### src/rtl/kcs_pkg.sv
package kcs_pkg;

    typedef enum logic {
        LS_STOPPED = 1'b0,
        LS_ARMED   = 1'b1
    } launch_state_e;

    typedef enum logic {
        DN_CLEAR   = 1'b0,
        DN_PENDING = 1'b1
    } done_state_e;

    // byte offsets of the fixed words
    localparam int unsigned OFF_CTRL      = 0;
    localparam int unsigned OFF_GIE       = 4;
    localparam int unsigned OFF_IER       = 8;
    localparam int unsigned OFF_ISR       = 12;
    localparam int unsigned OFF_SLOT_BASE = 16;
    localparam int unsigned SLOT_STRIDE   = 8;

    // control word bit positions
    localparam int unsigned BIT_START = 0;
    localparam int unsigned BIT_DONE  = 1;
    localparam int unsigned BIT_IDLE  = 2;
    localparam int unsigned BIT_READY = 3;
    localparam int unsigned BIT_AUTO  = 7;

    // interrupt channels
    localparam int unsigned CH_DONE  = 0;
    localparam int unsigned CH_READY = 1;
    localparam int unsigned NUM_CH   = 2;

    // argument k skips over the result slot
    function automatic int unsigned arg_slot(int unsigned k, int unsigned result_slot);
        return (k < result_slot) ? k : k + 1;
    endfunction

endpackage

### src/rtl/kcs_launch_fsm.sv
module kcs_launch_fsm
    import kcs_pkg::*;
(
    input  logic clk,
    input  logic rst_n,
    input  logic ctrl_wr,
    input  logic wr_start,
    input  logic wr_auto,
    input  logic ctrl_rd,
    input  logic core_done,
    input  logic core_ready,
    output logic core_start,
    output logic done_flag,
    output logic auto_restart
);

    launch_state_e ls_q, ls_d;
    done_state_e   ds_q, ds_d;
    logic          auto_q;

    // state registers
    always_ff @(posedge clk or negedge rst_n) begin
        if (!rst_n) begin
            ls_q   <= LS_STOPPED;
            ds_q   <= DN_CLEAR;
            auto_q <= 1'b0;
        end else begin
            ls_q <= ls_d;
            ds_q <= ds_d;
            if (ctrl_wr) begin
                auto_q <= wr_auto;
            end
        end
    end

    // launch transitions
    always_comb begin
        ls_d = ls_q;
        unique case (ls_q)
            LS_STOPPED: begin
                if (ctrl_wr && wr_start) begin
                    ls_d = LS_ARMED;                 // sw_launch
                end
            end
            LS_ARMED: begin
                if (ctrl_wr && wr_start) begin
                    ls_d = LS_ARMED;                 // sw_launch keeps it armed
                end else if (core_ready && !auto_q) begin
                    ls_d = LS_STOPPED;               // handshake_stop
                end else begin
                    ls_d = LS_ARMED;                 // handshake_rearm or waiting
                end
            end
            default: ls_d = LS_STOPPED;
        endcase
    end

    // completion flag transitions
    always_comb begin
        ds_d = ds_q;
        unique case (ds_q)
            DN_CLEAR: begin
                if (core_done) begin
                    ds_d = DN_PENDING;               // core_finish
                end
            end
            DN_PENDING: begin
                if (ctrl_rd && !core_done) begin
                    ds_d = DN_CLEAR;                 // status_read
                end
            end
            default: ds_d = DN_CLEAR;
        endcase
    end

    // outputs
    always_comb begin
        core_start   = (ls_q == LS_ARMED);
        done_flag    = (ds_q == DN_PENDING);
        auto_restart = auto_q;
    end

endmodule

### src/rtl/kcs_irq.sv
module kcs_irq
    import kcs_pkg::*;
#(
    parameter int unsigned NCH = NUM_CH
) (
    input  logic           clk,
    input  logic           rst_n,
    input  logic           gie_wr,
    input  logic           gie_bit,
    input  logic           ier_wr,
    input  logic [NCH-1:0] ier_bits,
    input  logic           isr_wr,
    input  logic [NCH-1:0] isr_bits,
    input  logic [NCH-1:0] evt,
    output logic           gie,
    output logic [NCH-1:0] ier,
    output logic [NCH-1:0] isr,
    output logic           irq
);

    logic           gie_q;
    logic [NCH-1:0] ier_q;
    logic [NCH-1:0] isr_q;
    logic [NCH-1:0] isr_d;

    // invert on written ones, then let enabled events set
    always_comb begin
        for (int ch = 0; ch < int'(NCH); ch++) begin
            isr_d[ch] = (isr_q[ch] ^ (isr_wr & isr_bits[ch])) | (evt[ch] & ier_q[ch]);
        end
    end

    always_ff @(posedge clk or negedge rst_n) begin
        if (!rst_n) begin
            gie_q <= 1'b0;
            ier_q <= '0;
            isr_q <= '0;
        end else begin
            if (gie_wr) begin
                gie_q <= gie_bit;
            end
            if (ier_wr) begin
                ier_q <= ier_bits;
            end
            isr_q <= isr_d;
        end
    end

    assign gie = gie_q;
    assign ier = ier_q;
    assign isr = isr_q;
    assign irq = gie_q & (|isr_q);

endmodule

### src/rtl/kcs_argbank.sv
module kcs_argbank
    import kcs_pkg::*;
#(
    parameter int unsigned DATA_W      = 32,
    parameter int unsigned NUM_ARGS    = 5,
    parameter int unsigned ADDR_W      = 6,
    parameter int unsigned RESULT_SLOT = 4
) (
    input  logic                       clk,
    input  logic                       rst_n,
    input  logic                       bus_wr,
    input  logic [ADDR_W-1:0]          bus_addr,
    input  logic [DATA_W-1:0]          bus_wdata,
    input  logic                       core_done,
    input  logic [DATA_W-1:0]          core_result,
    output logic [NUM_ARGS*DATA_W-1:0] args_flat,
    output logic [DATA_W-1:0]          result_q,
    output logic [DATA_W-1:0]          rd_val
);

    localparam logic [ADDR_W-1:0] RESULT_ADDR =
        ADDR_W'(OFF_SLOT_BASE + SLOT_STRIDE * RESULT_SLOT);

    logic [NUM_ARGS-1:0] sel;

    for (genvar k = 0; k < int'(NUM_ARGS); k++) begin : g_arg
        localparam logic [ADDR_W-1:0] SLOT_ADDR =
            ADDR_W'(OFF_SLOT_BASE + SLOT_STRIDE * arg_slot(k, RESULT_SLOT));
        logic [DATA_W-1:0] val_q;

        assign sel[k] = (bus_addr == SLOT_ADDR);

        always_ff @(posedge clk or negedge rst_n) begin
            if (!rst_n) begin
                val_q <= '0;
            end else if (bus_wr && sel[k]) begin
                val_q <= bus_wdata;
            end
        end

        assign args_flat[k*DATA_W +: DATA_W] = val_q;
    end

    always_ff @(posedge clk or negedge rst_n) begin
        if (!rst_n) begin
            result_q <= '0;
        end else if (core_done) begin
            result_q <= core_result;
        end
    end

    always_comb begin
        rd_val = '0;
        for (int k = 0; k < int'(NUM_ARGS); k++) begin
            if (sel[k]) begin
                rd_val = args_flat[k*DATA_W +: DATA_W];
            end
        end
        if (bus_addr == RESULT_ADDR) begin
            rd_val = result_q;
        end
    end

endmodule

### src/rtl/kernel_ctl_slave.sv
module kernel_ctl_slave
    import kcs_pkg::*;
#(
    parameter int unsigned DATA_W      = 32,
    parameter int unsigned NUM_ARGS    = 5,
    parameter int unsigned RESULT_SLOT = 4,
    parameter int unsigned ADDR_W      = 6
) (
    input  logic                       clk,
    input  logic                       rst_n,
    input  logic                       bus_wr,
    input  logic                       bus_rd,
    input  logic [ADDR_W-1:0]          bus_addr,
    input  logic [DATA_W-1:0]          bus_wdata,
    output logic [DATA_W-1:0]          bus_rdata,
    output logic                       core_start,
    output logic [NUM_ARGS*DATA_W-1:0] core_args,
    input  logic                       core_done,
    input  logic                       core_idle,
    input  logic                       core_ready,
    input  logic [DATA_W-1:0]          core_result,
    output logic                       irq
);

    localparam logic [ADDR_W-1:0] A_CTRL = ADDR_W'(OFF_CTRL);
    localparam logic [ADDR_W-1:0] A_GIE  = ADDR_W'(OFF_GIE);
    localparam logic [ADDR_W-1:0] A_IER  = ADDR_W'(OFF_IER);
    localparam logic [ADDR_W-1:0] A_ISR  = ADDR_W'(OFF_ISR);

    logic hit_ctrl, hit_gie, hit_ier, hit_isr;
    logic done_flag, auto_restart;
    logic gie;
    logic [NUM_CH-1:0] ier, isr, evt;
    logic [DATA_W-1:0] result_q, arg_rd, rd_d;

    assign hit_ctrl = (bus_addr == A_CTRL);
    assign hit_gie  = (bus_addr == A_GIE);
    assign hit_ier  = (bus_addr == A_IER);
    assign hit_isr  = (bus_addr == A_ISR);

    assign evt[CH_DONE]  = core_done;
    assign evt[CH_READY] = core_ready;

    kcs_launch_fsm u_launch (
        .clk          (clk),
        .rst_n        (rst_n),
        .ctrl_wr      (bus_wr & hit_ctrl),
        .wr_start     (bus_wdata[BIT_START]),
        .wr_auto      (bus_wdata[BIT_AUTO]),
        .ctrl_rd      (bus_rd & hit_ctrl),
        .core_done    (core_done),
        .core_ready   (core_ready),
        .core_start   (core_start),
        .done_flag    (done_flag),
        .auto_restart (auto_restart)
    );

    kcs_irq #(.NCH(NUM_CH)) u_irq (
        .clk      (clk),
        .rst_n    (rst_n),
        .gie_wr   (bus_wr & hit_gie),
        .gie_bit  (bus_wdata[0]),
        .ier_wr   (bus_wr & hit_ier),
        .ier_bits (bus_wdata[NUM_CH-1:0]),
        .isr_wr   (bus_wr & hit_isr),
        .isr_bits (bus_wdata[NUM_CH-1:0]),
        .evt      (evt),
        .gie      (gie),
        .ier      (ier),
        .isr      (isr),
        .irq      (irq)
    );

    kcs_argbank #(
        .DATA_W      (DATA_W),
        .NUM_ARGS    (NUM_ARGS),
        .ADDR_W      (ADDR_W),
        .RESULT_SLOT (RESULT_SLOT)
    ) u_args (
        .clk         (clk),
        .rst_n       (rst_n),
        .bus_wr      (bus_wr),
        .bus_addr    (bus_addr),
        .bus_wdata   (bus_wdata),
        .core_done   (core_done),
        .core_result (core_result),
        .args_flat   (core_args),
        .result_q    (result_q),
        .rd_val      (arg_rd)
    );

    // read mux
    always_comb begin
        rd_d = '0;
        if (hit_ctrl) begin
            rd_d[BIT_START] = core_start;
            rd_d[BIT_DONE]  = done_flag;
            rd_d[BIT_IDLE]  = core_idle;
            rd_d[BIT_READY] = core_ready;
            rd_d[BIT_AUTO]  = auto_restart;
        end else if (hit_gie) begin
            rd_d[0] = gie;
        end else if (hit_ier) begin
            rd_d[NUM_CH-1:0] = ier;
        end else if (hit_isr) begin
            rd_d[NUM_CH-1:0] = isr;
        end else begin
            rd_d = arg_rd;
        end
    end

    always_ff @(posedge clk or negedge rst_n) begin
        if (!rst_n) begin
            bus_rdata <= '0;
        end else if (bus_rd) begin
            bus_rdata <= rd_d;
        end
    end

endmodule

### config.mk
export PLATFORM = sky130hd
export DESIGN_NAME = kernel_ctl_slave
export DESIGN_NICKNAME = d
export VERILOG_FILES = /design/src/rtl/kcs_pkg.sv /design/src/rtl/kcs_launch_fsm.sv /design/src/rtl/kcs_irq.sv /design/src/rtl/kcs_argbank.sv /design/src/rtl/kernel_ctl_slave.sv
export SDC_FILE = /design/constraint.sdc
export NUM_CORES = 1
export LEC_CHECK = 0
export BUFFER_PORTS_ARGS = -buffer_cell sky130_fd_sc_hd__buf_4
export CORE_MARGIN = 2
export CORE_UTILIZATION = 44
export CTS_CLUSTER_DIAMETER = 100
export CTS_CLUSTER_SIZE = 14
export DETAILED_ROUTE_END_ITERATION = 8
export HOLD_SLACK_MARGIN = 0.05
export MAX_ROUTING_LAYER = met4
export PLACE_DENSITY = 0.78
export SLEW_MARGIN = 10
export SYNTH_ARGS = -nofsm -noshare
export SYNTH_HDL_FRONTEND = slang
export SYNTH_SLANG_ARGS = --single-unit
export TNS_END_PERCENT = 10
### constraint.sdc
create_clock -name clk -period 1.17 [get_ports clk]
set_input_delay 0.0585 -clock clk [delete_from_list [all_inputs] [get_ports clk]]
set_output_delay 0.0585 -clock clk [all_outputs]
set_load 0.05 [all_outputs]
* Word level (Yosys, flattened, before mapping)
Cells that the tools add are included.
** Storage, ports and cells
- Bits in registers :: 232
- Output and inout bits :: 194
** Operators by class
- Reductions and logical operators :: 12
- Bitwise gates (word level) :: 16
- Eq/ne operators :: 9
- Muxes and demuxes :: 23
** Operator list (number)
- 2-to-1 mux 32 bit :: 6
- 2-to-1 mux 30 bit :: 2
- 2-to-1 mux 31 bit :: 1
- == test 6 bit (second input constant) :: 4
- 2-to-1 mux 24 bit :: 1
- == test 6 x 4 -> 1 bit (second input constant) :: 2
- == test 6 x 5 -> 1 bit (second input constant) :: 2
- AND 1 bit :: 10
- logical AND 1 bit :: 8
- 2-to-1 mux 1 bit :: 7
- == test 6 x 3 -> 1 bit (second input constant) :: 1
- logical NOT 6 bit :: 1
- 2-to-1 mux 2 bit :: 2
- 2-to-1 mux 4 bit :: 1
- case mux 1 bit (2 select lines) :: 2
- 2-to-1 mux 3 bit :: 1
- logical NOT 1 bit :: 2
- NOT 1 bit :: 2
- OR 1 bit :: 2
- OR reduction 2 bit :: 1
- XOR 1 bit :: 2

* Logic depth before layout (Yosys ltp)
- Word-level depth :: 11
- Mapped depth :: 8

* Cells and area by module
Synthesis repeated with hierarchy kept, for this count alone.
** Second synthesis, totals
- Cells, all modules :: 753
- Area, all modules :: 10531.4 µm²
** Modules (own cells, without submodules)
- kcs_argbank :: area each 8710.9 µm², seq. area each 4804.6 µm², cells each 563, instances 1
- kernel_ctl_slave :: area each 1478.9 µm², seq. area each 800.8 µm², cells each 165, instances 1
- kcs_irq :: area each 225.2 µm², seq. area each 125.1 µm², cells each 17, instances 1
- kcs_launch_fsm :: area each 116.4 µm², seq. area each 75.1 µm², cells each 8, instances 1

* Worst setup path after synthesis
No wires, ideal clock.
- Kind :: input port to flip-flop
- Start :: input bus_addr[4]
- End :: register u_args.g_arg[2].val_q[10]
- Buffers on the path :: 2
- Data arrival time :: 1406 ps
- Setup slack :: -364 ps
- Stages on the path :: 6
- Library setup time :: 128 ps
- Required time :: 1042 ps
- Cell sequence :: buf_4 -> nor4b_4 -> and2_1 -> nand2_1 -> buf_2 -> mux2_1
** Between the ends
- Longest elaborated chain between the ends :: 2
** Ends and longest elaborated chain
- start: declaration :: RTL line kernel_ctl_slave.sv:13 : input logic [ADDR_W-1:0] bus_addr,
- == test 6 bit :: RTL line kcs_argbank.sv:31 : assign sel[k] = (bus_addr == SLOT_ADDR);
- logical AND 1 bit :: RTL line kcs_argbank.sv:36 : end else if (bus_wr && sel[k]) begin
- end signal: assignment :: RTL line kcs_argbank.sv:37 : val_q <= bus_wdata;
- end: declaration :: RTL line kcs_argbank.sv:29 : logic [DATA_W-1:0] val_q;
No other way between the ends.
A chain may end at the register's enable or synchronous reset.

* Worst setup path in the final report
- Start :: register u_irq.isr_q[0], in the netlist u_irq.isr[0]
- End :: output irq
** Between the ends
- Longest elaborated chain between the ends :: 2
** Ends and longest elaborated chain
- start: declaration :: RTL line kcs_irq.sv:23 : logic [NCH-1:0] isr_q;
- start signal: assignment :: RTL line kcs_irq.sv:45 : isr_q <= isr_d;
- OR reduction 2 bit :: RTL line kcs_irq.sv:52 : assign irq = gie_q & (|isr_q);
- AND 1 bit :: RTL line kcs_irq.sv:52
- end: declaration :: RTL line kernel_ctl_slave.sv:22 : output logic irq
No other way between the ends.

==> summary.txt <==
Setup path
  – Most used cell along the critical path: buf_6
  – Crit-path cells: buf_6, o21a_1, buf_6
  – Worst EP arrival: about 1.4 ns
  – Critical Path Max Stage Delay: 0.40 ns
  – Critical Path Source Type: flip-flop
  – Crit path max fanout: 2
  – CP required: between 1 and 1.5 ns
  – CP Capture Type: output port
  – Worst path slowest cell: dfrtp_1
  – Worst setup path category: reg -> out

Routing
  – Residual DRC count: 0
  – Initial detailed-routing violation count: between 500 and 600
  – Avg WL per Cell: 23.4 um
  – Routed WL: 36.5 mm
  – DR pass1 iterations: 5
  – Detailed-route via count: between 8000 and 9000
  – Via density per instance: approximately 5.7
  – Detail Route Antenna Nets: 0

STA
  – Hold WS: 0.0625 ns
  – Unrepaired setup endpoints after global routing: yes
  – Worst Setup Slack, final: -0.273 ns
  – Post-route clock period utilization: 1.23
  – Endpoints failing setup: 60
  – Hold Violations, Final: 0
  – Final TNS setup: -3.48 ns
  – Slew @ Worst Pin: about 0.39 ns
  – Setup Skew: about 0.014 ns
  – Slew Viols, Final: 0
  – Minimum clock period: 1.44 ns
  – Worst rel slew slack: 0.738
  – Max Freq: approximately 0.69 GHz

Pwr
  – Cell Int Power: approximately 15000 uW
  – Pwr dens: roughly 1400 nW/um2
  – P_sw: approximately 8300 uW
  – Leak pwr: approximately 0.008 uW
  – Switching Share: 0.349
  – Max IR drop VDD: 1.08 mV
  – Register share of total power: 0.413
  – Comb pwr share: 0.333
  – Clock Power Share: 0.254

Final layout
  – Commonest non-fill, non-tap cell in the layout: dfrtp_1
  – FF/Latch Area: 5810 um2
  – Design area: around 16000 um2
  – Share of layout cells above drive strength 1: 0.556
  – Area added between synthesis and finish: 54.9%
  – Most frequent cells in the layout: dfrtp_1, buf_4, mux2_2
  – Multi-input gate area: just under 5000 um2
  – Nets@finish: 1317
  – Final Non-Filler Cells: roughly 1600
  – Filler cells: 1580

Synthesis
  – EDFF count, synth: 0
  – Post-synth top area cell: dfrtp_1
  – Syn Inst Count: just over 800
  – FFs w/ async S/R, synth: 1.00
  – Area share of and/or/nand/nor cells after synthesis: 0.0965
  – Synth warn: 0
  – Synthesized flop and latch total: between 200 and 250
  – Post-synthesis sequential area ratio: 0.548
  – Post-synth net total: 891
  – Post-synthesis mux area share: 0.269
  – Compound-cell area share of the yosys netlist: 0.0560
  – Largest cells by area after synthesis: dfrtp_1, mux2_2, nand3_1
  – Adder-cell share of the synthesized area: 0
  – Post-Syn Area: about 11000 um2
  – Main combinational cell family by area after synthesis: multiplexers
  – Post-Synth XOR/XNOR Area: 0
  – Post-synth cell types: 50
  – Top-area cell type share of the netlist area: 0.548
  – Main synth FF type: dfrtp_1
  – Synthesized area per cell: 13.0 um2

Global route
  – Number of global-route vias before repair: ~9500
  – Largest net degree at the start of global routing: 43
  – Overflow left after global routing: 0
  – First-pass GRT wire length: roughly 56 mm
  – GRT Overall Usage: 0.286
  – Initial antenna violation count: 2

Floorplanning
  – Initial Utilization: 0.450
  – Core area: between 20000 and 25000 um2
  – Die Y-Extent: about 160 um
  – Row count: between 50 and 60
  – # IOs: ~270
  – Chip width: 159 um
  – Total Die Area: between 20000 and 30000 um2

CTS
  – Root buf cell: clkbuf_16
  – Clock Tree Buf Depth: 3
  – Cts bufs inserted: 20
  – H-tree levels: 1
  – Worst skew pair latency: roughly 0.5 ns
  – CTS sink count: 232
  – Clock transition at path regs: 0.07 ns
  – TritonCTS clock tree: yes

Placement
  – Pre-CTS setup slack: -0.483 ns
  – Cell area after placement: 14200 um2
  – Placed insts: 1461
  – Post-detail-place hpwl: around 24 mm
  – Port buffer count: 270
  – RePlAce Congestion: between 0.8 and 0.9

Min path
  – Type of the worst min-delay path: in -> async

Status
  – Status: complete, but fails checks
  – Failing checks: negative setup slack

Job
  – Max-cap violation count: 0
sequential cells by signal, indices dropped and copies added (netlist names):
name and flops:
u_launch.core_start 1, u_irq.isr 2, u_args.g_arg.val_q 160, u_args.result_q 32, bus_rdata 32, u_irq.gie 1, u_launch.done_flag 1, u_launch.auto_restart 1
u_irq.ier 2
path summary, 6_finish.rpt:
kind	start	end	slack, ns	cells after the start
setup / recovery	u_irq.isr[0]$_DFF_PN0_	irq	-0.27	3
hold / removal	rst_n	u_args.g_arg[3].val_q[0]$_DFFE_PN0P_	0.06	2
setup reg to reg	u_args.g_arg[0].val_q[22]$_DFFE_PN0P_	bus_rdata[22]$_DFFE_PN0P_	-0.15	4
hold reg to reg	u_launch.done_flag$_DFF_PN0_	u_launch.done_flag$_DFF_PN0_	0.49	1
max in group asynchronous	rst_n	u_args.result_q[8]$_DFFE_PN0P_	0.54	3
min in group clk	core_done	u_launch.done_flag$_DFF_PN0_	0.07	3
per-stage QoR:
stage	total power (uW)	utilization
global placement	16500	0.603
detailed placement	16700	0.603
CTS	23400	0.681
global route	24500	0.696
finish	23700	0.696
floorplan	13800	-
worst max-delay path, delay by kind of cell, from the launching register on:
family / cells / cell delay [ns]
compound gates: 1 / 0.20
flops: 1 / 0.40
buf+inv: 2 / 0.28
layer usage:
layer	vias to the layer above	track usage	wire length [um]	part of all wire
li1	3876	-	-	-
met1	4555	0.355	14500	0.40
met2	416	0.481	18800	0.51
met3	79	0.0451	2370	0.065
met4	0	0.0934	908	0.025
met5	-	-	0	0
cells in the mapped netlist (3+ instances only):
cell type  instances
nand4_1            5
mux2_2           187
nor2_1             8
nand2_1            9
nor2b_1           10
a31oi_1            3
a21oi_1            7
a41oi_1           22
or3_1             27
o22ai_1            3
nor3_1             6
buf_6              4
buf_2             21
clkbuf_1          31
a21o_1            23
o21ai_0            7
a221o_1            5
nand3_1           92
mux2_1            32
mux2i_1           36
nor3b_1            4
buf_1              7
dfrtp_1          232
final cells by class:
class                           count  area share
Antenna cell                        2    0.000305
Clock buffer                       21      0.0320
Clock inverter                      1    0.000534
Inverter                            3    0.000687
Multi-Input combinational cell    514       0.298
Sequential cell                   232       0.354
Tap cell                          319      0.0243
Timing Repair Buffer              469       0.290
timing repair:
item	in CTS	in global routing
resized for setup	151	86
setup endpoints to repair	132	171
setup buffers	7	1
pin swaps	17	24
gates cloned	0	0
hold buffers	68	0
hold endpoints to repair	433	0
power groups by stage:
stage | Clock [uW] | Combinational (uW) | Sequential (uW)
after floorplan | 0 | 1450 | 12400
after global placement | 0 | 6790 | 9750
after detailed placement | 0 | 6880 | 9780
after CTS | 6100 | 7610 | 9710
after global routing | 6460 | 8170 | 9900
final | 6040 | 7900 | 9800
cell families after synthesis:
logic type	count (synthesis)
muxes	256
buffers and inverters	68
AOI/OAI and AO/OA	78
and+or+nand+nor	180
DFF	232
No activity file was read; power rests on OpenSTA's default activity.
